### src/rtl/divclk_pkg.sv
package divclk_pkg;

  localparam int PRE_W         = 3;
  localparam int POST_W        = 3;
  localparam int PRE_TOP_RATIO = 122;
  localparam int MAX_TOTAL     = PRE_TOP_RATIO << ((1 << POST_W) - 1);
  localparam int CNT_W         = $clog2(MAX_TOTAL / 2);
  localparam int TOT_W         = CNT_W + 1;

  typedef logic [TOT_W-1:0] total_t;
  typedef logic [CNT_W-1:0] half_t;

  // Field order is fixed by the register layout seen by software.
  typedef struct packed {
    logic [PRE_W-1:0]  pre;
    logic              src_hi;
    logic [POST_W-1:0] post;
    logic              en;
  } chan_ctl_t;

  // Prescale ratio: binary steps, except the top code which is 122.
  function automatic total_t pre_ratio(input logic [PRE_W-1:0] code);
    if (code == '1) return total_t'(PRE_TOP_RATIO);
    return total_t'(1) << code;
  endfunction

  // Source ticks between output toggles; zero means pass-through.
  function automatic half_t half_ticks(input chan_ctl_t c);
    total_t total;
    total = c.src_hi ? (pre_ratio(c.pre) << c.post) : (total_t'(1) << c.post);
    return total[TOT_W-1:1];
  endfunction

endpackage

### src/rtl/divclk_regs.sv
module divclk_regs
  import divclk_pkg::*;
#(
  parameter int NUM_CH = 3,
  parameter int ADDR_W = 2
) (
  input  logic                     clk,
  input  logic                     rst_n,
  input  logic                     wr_en,
  input  logic [ADDR_W-1:0]        addr,
  input  logic [7:0]               wdata,
  output logic [7:0]               rdata,
  output chan_ctl_t [NUM_CH-1:0]   ctl_o,
  output logic [NUM_CH-1:0]        restart_o
);

  logic [NUM_CH-1:0] hit;

  always_comb begin
    for (int i = 0; i < NUM_CH; i++) begin
      hit[i]       = wr_en && (addr == ADDR_W'(i));
      // Only a change to the division or source fields forces a restart.
      restart_o[i] = hit[i] && (wdata[7:1] != ctl_o[i][7:1]);
    end
  end

  always_ff @(posedge clk) begin
    if (!rst_n) begin
      ctl_o <= '0;
    end else begin
      for (int i = 0; i < NUM_CH; i++) begin
        if (hit[i]) ctl_o[i] <= chan_ctl_t'(wdata);
      end
    end
  end

  always_comb begin
    rdata = '0;
    for (int i = 0; i < NUM_CH; i++) begin
      if (addr == ADDR_W'(i)) rdata = ctl_o[i];
    end
  end

  // a write in range lands in the addressed register
  a_r1_write_lands: assert property (@(posedge clk) disable iff (!rst_n)
    (wr_en && (int'(addr) < NUM_CH)) |=> (ctl_o[$past(addr)] == $past(wdata)));

  // a write outside the register range leaves every register alone
  a_r1_out_of_range: assert property (@(posedge clk) disable iff (!rst_n)
    (wr_en && (int'(addr) >= NUM_CH)) |=> $stable(ctl_o));

endmodule

### src/rtl/divclk_chan.sv
module divclk_chan
  import divclk_pkg::*;
(
  input  logic      clk,
  input  logic      rst_n,
  input  logic      lo_tick,
  input  logic      hi_tick,
  input  chan_ctl_t ctl,
  input  logic      restart,
  output logic      out_o
);

  logic  tick_sel;
  half_t half;
  logic  pass_mode;
  logic  wrap;
  half_t cnt;

  assign tick_sel  = ctl.src_hi ? hi_tick : lo_tick;
  assign half      = half_ticks(ctl);
  assign pass_mode = (half == '0);
  assign wrap      = tick_sel && (cnt == half - half_t'(1));

  always_ff @(posedge clk) begin
    if (!rst_n || !ctl.en || restart) begin
      cnt   <= '0;
      out_o <= 1'b0;
    end else if (pass_mode) begin
      cnt   <= '0;
      out_o <= tick_sel;
    end else if (wrap) begin
      cnt   <= '0;
      out_o <= ~out_o;
    end else if (tick_sel) begin
      cnt   <= cnt + half_t'(1);
    end
  end

  // a disabled channel is silent on the next cycle
  a_r3_off_low: assert property (@(posedge clk) disable iff (!rst_n)
    !ctl.en |=> !out_o);

  // a configuration change drives the output low
  a_r10_restart_low: assert property (@(posedge clk) disable iff (!rst_n)
    restart |=> !out_o);

  // the tick counter never reaches the half period
  a_r8_cnt_below_half: assert property (@(posedge clk) disable iff (!rst_n)
    (ctl.en && !pass_mode) |-> (cnt < half));

  // a running divider only changes level on a selected tick
  a_r8_toggle_on_tick: assert property (@(posedge clk) disable iff (!rst_n)
    ((out_o != $past(out_o)) && $past(ctl.en) && !$past(restart) && !$past(pass_mode))
      |-> $past(tick_sel));

  // ratio one follows the selected tick one cycle later
  a_r9_pass_follows: assert property (@(posedge clk) disable iff (!rst_n)
    ($past(pass_mode) && $past(ctl.en) && !$past(restart)) |-> (out_o == $past(tick_sel)));

endmodule

### src/rtl/divclk_bank.sv
module divclk_bank
  import divclk_pkg::*;
#(
  parameter  int NUM_CH = 3,
  localparam int ADDR_W = (NUM_CH > 1) ? $clog2(NUM_CH) : 1
) (
  input  logic              clk,
  input  logic              rst_n,
  input  logic              lo_tick,
  input  logic              hi_tick,
  input  logic              wr_en,
  input  logic [ADDR_W-1:0] addr,
  input  logic [7:0]        wdata,
  output logic [7:0]        rdata,
  output logic [NUM_CH-1:0] clk_out
);

  chan_ctl_t [NUM_CH-1:0] ctl;
  logic [NUM_CH-1:0]      restart;

  divclk_regs #(.NUM_CH(NUM_CH), .ADDR_W(ADDR_W)) u_regs (
    .clk       (clk),
    .rst_n     (rst_n),
    .wr_en     (wr_en),
    .addr      (addr),
    .wdata     (wdata),
    .rdata     (rdata),
    .ctl_o     (ctl),
    .restart_o (restart)
  );

  for (genvar g = 0; g < NUM_CH; g++) begin : g_chan
    divclk_chan u_chan (
      .clk     (clk),
      .rst_n   (rst_n),
      .lo_tick (lo_tick),
      .hi_tick (hi_tick),
      .ctl     (ctl[g]),
      .restart (restart[g]),
      .out_o   (clk_out[g])
    );
  end

endmodule

### config.mk
export PLATFORM = sky130hd
export DESIGN_NAME = divclk_bank
export DESIGN_NICKNAME = d
export VERILOG_FILES = /design/src/rtl/divclk_pkg.sv /design/src/rtl/divclk_regs.sv /design/src/rtl/divclk_chan.sv /design/src/rtl/divclk_bank.sv
export SDC_FILE = /design/constraint.sdc
export NUM_CORES = 1
export LEC_CHECK = 0
export CORE_ASPECT_RATIO = 2
export CORE_MARGIN = 2
export CORE_UTILIZATION = 45
export DETAILED_ROUTE_END_ITERATION = 8
export PLACE_DENSITY_LB_ADDON = 0.3
export SETUP_SLACK_MARGIN = 0.4
export SYNTH_ARGS = -nofsm -noshare
export SYNTH_HDL_FRONTEND = slang
export SYNTH_SLANG_ARGS = --single-unit
### constraint.sdc
create_clock -name clk -period 4.5 [get_ports clk]
set_clock_uncertainty 0.05 [all_clocks]
set_input_delay 0.675 -clock clk [delete_from_list [all_inputs] [get_ports clk]]
set_output_delay 0.675 -clock clk [all_outputs]
set_load 0.01 [all_outputs]
==> metrics, run 1 <==
outcome=finished, final reports clean; Tmin final=3.86 ns; post-synthesis net count=990; final design utilization=0.506; Slew HR=0.435; Fmax achieved=around 260 MHz; post-route ant nets=0; period utilisation layout=0.857; clock latency at the later pin of the worst-skew pair=around 0.34 ns; share of post-route cells with drive strength above 1=0.0964; cell taking the most area after synthesis=dfxtp_1; RePlAce Congestion=just over 0.9; Reg-to-Reg End=g_chan[1].u_chan.out_o$_SDFFE_PP0P_; GRT Util Overall=0.246; CTS sink count=66; Avg WL per Cell=~18 µm; Crit Path Class=reg2reg; FILL cells=about 1.5k; Root Buffer=clkbuf_16; Longest Clk Path Bufs=2; CP max stage delay=about 0.73 ns; number of setup violations in the final report=0; cell area after synthesis=7050 µm²; critical path peak fanout=16; R2R cell count=12; total power=between 1.5 and 2 mW; PortBufs=25; top-count cell post-synth=nor2_1; Register Area=around 1300 µm²; synth cell count leaders=nor2_1 (90), xnor2_1 (77), nand2_1 (75); VDD IR-drop max=roughly 180 µV; Iteration-0 DRC Markers=around 500; Layout area overhead=9.87%; Max Cap Violations=0; largest net degree at the start of global routing=33; count of different cell masters after synthesis=85; HP Start=u_regs.ctl_o[16]$_SDFFE_PN0P_; CTS tree=yes; Synth top area share=0.187; highest-delay cell along the critical path=dfxtp_1; HP Class=reg2reg; FF+latch count, synth=between 60 and 70; Placed Cells=~1.1k; vias in the first global route=between 6k and 7k; die width=92.5 µm; post-cts repair resize count=0; Leak=roughly 2.6 nW; Post-synth top flop=dfxtp_1; Worst-path clk slew=about 0.06 ns; kind of cell adding the most delay to the critical path=simple AND/OR/NAND/NOR gates; CP arrival=around 4.1 ns; num rows=64; ys async rst share=0; drt first pass iters=5; RR Startpoint=u_regs.ctl_o[12]$_SDFFE_PN0P_; Post-Route WL=20300 µm; vias per inst=6.09; CTS Hold Buffers Added=0; CP startpoint kind=flop; CP required=4.72 ns; Setup Buffers After CTS=0; gr ovfl total=0; Hold Vio Cnt, Final=0; num ports=26; Hold Path Sink=u_regs.ctl_o[16]$_SDFFE_PN0P_; first-pass GRT wire length=around 33000 µm; initial core utilization=0.461; initial antenna violation count=0; final slew viol count=0; Mean Syn Cell Area=a little over 7 µm²; dominant cells by area after synthesis=dfxtp_1 (19%), xnor2_1 (9.6%), nor2_1 (4.8%); total die area=between 15000 and 20000 µm²; Stages on worst setup path=12; Crit path buffers/inverters=0; synth warn=0; Final nets=970; TritonCTS buffer count=9; EDFF count, synth=0; drt drc=0; CP Capture Type=flop; area of the multi-input gates=5240 µm²; Hold WS=about 0.47 ns; via count=7015; setup tns final=0 ns; Core Region=about 15000 µm²; Non-Filler Instances=~1.2k; pwr dens=between 200 and 250 nW/µm²; FF-to-FF setup slack=0.64 ns; Worst-Margin Slew=0.839 ns; H-Tree Depth=3; Die Span Y=between 150 and 200 µm; worst-path cell chain=nand2_1, nor4_1, o31ai_1, nand2b_1, ha_1, xnor2_1, or2_2, a211oi_1, a21oi_1, or4_4, or4_1, a31oi_1; RSZ-0062 raised after global routing=true; Final HPWL DP=about 16000 µm; Hold Path Depth=2; gate count after technology mapping=969; diode count=0; crit path from=u_regs.ctl_o[12]$_SDFFE_PN0P_; post-synthesis sequential area ratio=0.187
layer usage:
| metal | global-route usage | share of wire | wire length, µm |
|---|---|---|---|
| met1 | 0.243 | 0.36 | 7400 |
| met2 | 0.458 | 0.54 | 11000 |
| met3 | 0.0342 | 0.030 | 617 |
| met4 | 0.170 | 0.065 | 1320 |
| met5 | 0 | 0 | 0 |
stage by stage:
| stage | setup slack [ns] | area (µm²) |
|---|---|---|
| floorplan | 0.850 | 7050 |
| global placement | 0.475 | 7410 |
| detailed placement | 0.481 | 7410 |
| CTS | 0.466 | 7710 |
| global route | 0.371 | 7740 |
| finish | 0.642 | 7740 |
report_power, final:
group | switching (mW) | internal, mW | leakage, nW
sequential | 0.0241 | 0.592 | 0.536
combinational | 0.162 | 0.122 | 1.92
clock | 0.289 | 0.431 | 0.134
total | 0.475 | 1.15 | 2.59
how the worst max path moves through the flow:
stage                                                end  slack (ns)
CTS                  g_chan[2].u_chan.out_o$_SDFFE_PP0P_        0.47
global placement     g_chan[2].u_chan.out_o$_SDFFE_PP0P_        0.48
finish               g_chan[1].u_chan.out_o$_SDFFE_PP0P_        0.64
floorplan           g_chan[0].u_chan.cnt[0]$_SDFFE_PP0P_        0.85
detailed placement   g_chan[2].u_chan.out_o$_SDFFE_PP0P_        0.48
global route         g_chan[1].u_chan.out_o$_SDFFE_PP0P_        0.37
state kept, by name, summed over array words and instances (netlist names):
signal               flops
g_chan.u_chan.cnt       39
g_chan.u_chan.out_o      3
u_regs.ctl_o            24
tightest hold or removal path: stages, from the launching register on:
cell,delay [ns]
dfxtp_1,0.34
nand2_1,0.06
a21boi_0,0.07
cells by family after synthesis:
kind of cell,count (synthesis),share of synthesized area
buf+inv,121,0.0724
mux,38,0.0554
simple gates,398,0.304
flops,66,0.187
compound gates,230,0.234
xor+xnor,109,0.135
fa+ha+maj,7,0.0121
layout make-up:
type	count	share of cell area
clock buffer	9	0.0291
clock inverter	7	0.0100
inverter	31	0.0150
multi-input combinational	782	0.677
sequential	66	0.172
tap	198	0.0320
timing repair buffer	59	0.0653
cell usage in the layout, fill, tap and decap left out, types with 7 or more instances in the layout:
cell type,netlist,layout
dfxtp_1,66,59
o21a_1,10,10
nor2_1,90,90
clkdlybuf4s50_1,0,25
xnor2_1,77,77
inv_1,31,31
o21ai_0,35,35
mux2i_1,30,30
nor4_1,9,9
nand2b_1,16,16
nor2b_1,35,35
clkbuf_16,0,9
or3_1,11,11
nand2_1,75,75
a21boi_0,15,15
a211oi_1,8,8
o22ai_1,8,8
a21oi_1,40,40
nand3_1,39,39
nor3_1,23,23
dfxtp_2,0,7
nand4_1,16,16
xor2_1,32,32
and3_1,15,15
a31oi_1,7,7
or2_2,9,9
o211a_1,7,7
mux2_2,7,7
buf_4,3,34
o211ai_1,12,12
Power figures use the tool's default switching activity.
==> inputs of run 2 (changes only) <==
Settings changed: SYNTH_HIERARCHICAL from default to 1.
==> metrics, run 2 <==
outcome=finished, final reports clean; CTS sink count=66; Mean Syn Cell Area=7.50 µm²; number of setup violations in the final report=0; max reg flops=39; final slew viol count=0; commonest non-fill, non-tap cell in the layout=nand2_1; synth cell count leaders=nand2_1 (80), nor2_1 (72), dfxtp_1 (66); Slew HR=0.477; clock latency at the later pin of the worst-skew pair=0.35 ns; die width=roughly 95 µm; Hold Vio Cnt, Final=0; post-route ant nets=0; Iteration-0 DRC Markers=405; Die Span Y=186 µm; HP Class=reg2reg; dominant cells by area after synthesis=dfxtp_1 (18%), xnor2_1 (6.7%), mux2i_1 (6.1%); RSZ-0062 raised after global routing=true; Tmin final=~3.9 ns; post-synthesis sequential area ratio=0.178; Layout area overhead=8.90%; share of post-route cells with drive strength above 1=0.0940; GRT Util Overall=0.261; FF+latch count, synth=66; Crit Path Class=reg2reg; Final nets=slightly above 1k; VDD IR-drop max=around 190 µV; EDFF count, synth=0; CP startpoint kind=flop; synth warn=6; CP arrival=roughly 4.1 ns; RePlAce Congestion=between 0.9 and 1; first-pass GRT wire length=between 30000 and 40000 µm; CTS Hold Buffers Added=0; crit path to=g_chan[0].u_chan/out_o$_SDFFE_PP0P_; Post-Place Worst Slack=between 0.5 and 0.6 ns; gr ovfl total=0; largest net degree at the start of global routing=33; Longest Clk Path Bufs=2; CTS tree=yes; Leak=approximately 2.7 nW; PortBufs=25; pwr dens=~210 nW/µm²; top-count cell post-synth=nand2_1; post-synthesis net count=1016; drt drc=0; Core Region=about 16000 µm²; FF-to-FF setup slack=just over 0.6 ns; initial core utilization=0.457; Worst-Margin Slew=about 0.76 ns; vias per inst=~6.3; TritonCTS buffer count=9; R2R cell count=15; drt first pass iters=5; diode count=0; Avg WL per Cell=between 15 and 20 µm; Post-Route WL=~23000 µm; cell area after synthesis=between 7000 and 8000 µm²; Setup Buffers After CTS=0; highest-count cells in the layout ignoring fill and taps=nand2_1 (80), nor2_1 (72), dfxtp_1 (64); gate count after technology mapping=roughly 990; crit path from=u_regs/ctl_o[7]$_SDFFE_PN0P_; RR Startpoint=u_regs/ctl_o[7]$_SDFFE_PN0P_; total die area=approximately 18000 µm²; count of different cell masters after synthesis=between 90 and 100; num rows=66; CP required=between 4 and 5 ns; Final HPWL DP=roughly 18000 µm; Max Cap Violations=0; period utilisation layout=0.865; vias in the first global route=about 7.2k; ys async rst share=0; via count=7462; Fmax achieved=257 MHz; Reg-to-Reg End=g_chan[0].u_chan/out_o$_SDFFE_PP0P_; cell taking the most area after synthesis=dfxtp_1; setup tns final=0 ns; Root Buffer=clkbuf_16; num ports=26; Worst-path clk slew=roughly 0.060 ns; Largest regs=g_chan.u_chan/cnt (39), u_regs/ctl_o (24), g_chan.u_chan/out_o (3); H-Tree Depth=3; Synth top area share=0.178; critical path peak fanout=19; Top reg by flops=g_chan.u_chan/cnt; Post-synth top flop=dfxtp_1; initial antenna violation count=0; CP Capture Type=flop; final worst setup slack=0.609 ns
## run 2: what timing repair did
| action | CTS | global route |
|---|---|---|
| endpoints found under the setup margin | 0 | 27 |
| endpoints found under the hold margin | 0 | 0 |
| gates resized for setup | 0 | 5 |
## run 2: worst max-delay path: stages, from the launching register on
cell and delay, ns:
dfxtp_1 0.59, buf_4 0.32, nor3b_1 0.09, a22oi_1 0.17, o21ai_0 0.17, nand2_1 0.15, ha_1 0.24, inv_1 0.08
a211oi_1 0.20, nand4_1 0.14, o21a_4 0.25, nor4_4 0.28, mux2i_1 0.13, or3_1 0.39, or4_1 0.40, a31oi_1 0.16
## run 2: where the power goes
part           switching (mW)  total, mW  internal [mW]
clock                   0.307      0.740          0.433
combinational           0.185      0.323          0.139
sequential             0.0191      0.611          0.592
total                   0.511       1.67           1.16
## run 2: logic make-up (layout without fill, tap and decap cells)
group	after synthesis	count (layout)	share of synthesized area
and+or+nand+nor	414	414	0.304
DFF	66	66	0.178
xor gates and xnor gates	107	107	0.126
buffers and inverters	105	102	0.0715
adders and majority gates	10	10	0.0165
AOI/OAI and AO/OA	239	239	0.235
muxes	51	51	0.0696
## run 2: worst min-delay path by stage
stage,start,end,slack (ns),depth (start not counted)
2_1_floorplan,u_regs/ctl_o[16]$_SDFFE_PN0P_,u_regs/ctl_o[16]$_SDFFE_PN0P_,0.40,2
3_3_place_gp,u_regs/ctl_o[16]$_SDFFE_PN0P_,u_regs/ctl_o[16]$_SDFFE_PN0P_,0.42,2
3_5_place_dp,u_regs/ctl_o[16]$_SDFFE_PN0P_,u_regs/ctl_o[16]$_SDFFE_PN0P_,0.42,2
4_1_cts,u_regs/ctl_o[16]$_SDFFE_PN0P_,u_regs/ctl_o[16]$_SDFFE_PN0P_,0.43,2
5_1_grt,u_regs/ctl_o[16]$_SDFFE_PN0P_,u_regs/ctl_o[16]$_SDFFE_PN0P_,0.46,2
6_report,u_regs/ctl_o[16]$_SDFFE_PN0P_,u_regs/ctl_o[16]$_SDFFE_PN0P_,0.43,2
## run 2: metal layers
metal,wire [µm],GRT usage,vias up
met2,12800,0.515,195
met1,7950,0.240,3574
met4,1420,0.172,0
met5,0,0,-
met3,627,0.0304,93
li1,-,-,3600
## run 2: layout make-up
type | instances | area [µm²]
clock buffers | 9 | 225
clock inverters | 7 | 76.3
fillers | 1615 | 8170
inverters | 23 | 86.3
multi-input cells | 821 | 5600
flip-flops and latches | 66 | 1320
well taps | 204 | 255
repair buffers | 63 | 536
## run 2: per-stage QoR
| stage | hold slack (ns) | power, mW | instances | util | instance area, µm² |
|---|---|---|---|---|---|
| 3_3_place_gp | 0.418 | 0.940 | 1177 | 0.479 | 7790 |
| 3_5_place_dp | 0.420 | 0.942 | 1177 | 0.479 | 7790 |
| 2_1_floorplan | 0.399 | 0.860 | 992 | - | 7440 |
| 4_1_cts | 0.429 | 1.68 | 1193 | 0.497 | 8090 |
| 6_report | 0.425 | 1.67 | 1193 | 0.498 | 8100 |
| 5_1_grt | 0.461 | 1.74 | 1193 | 0.498 | 8100 |
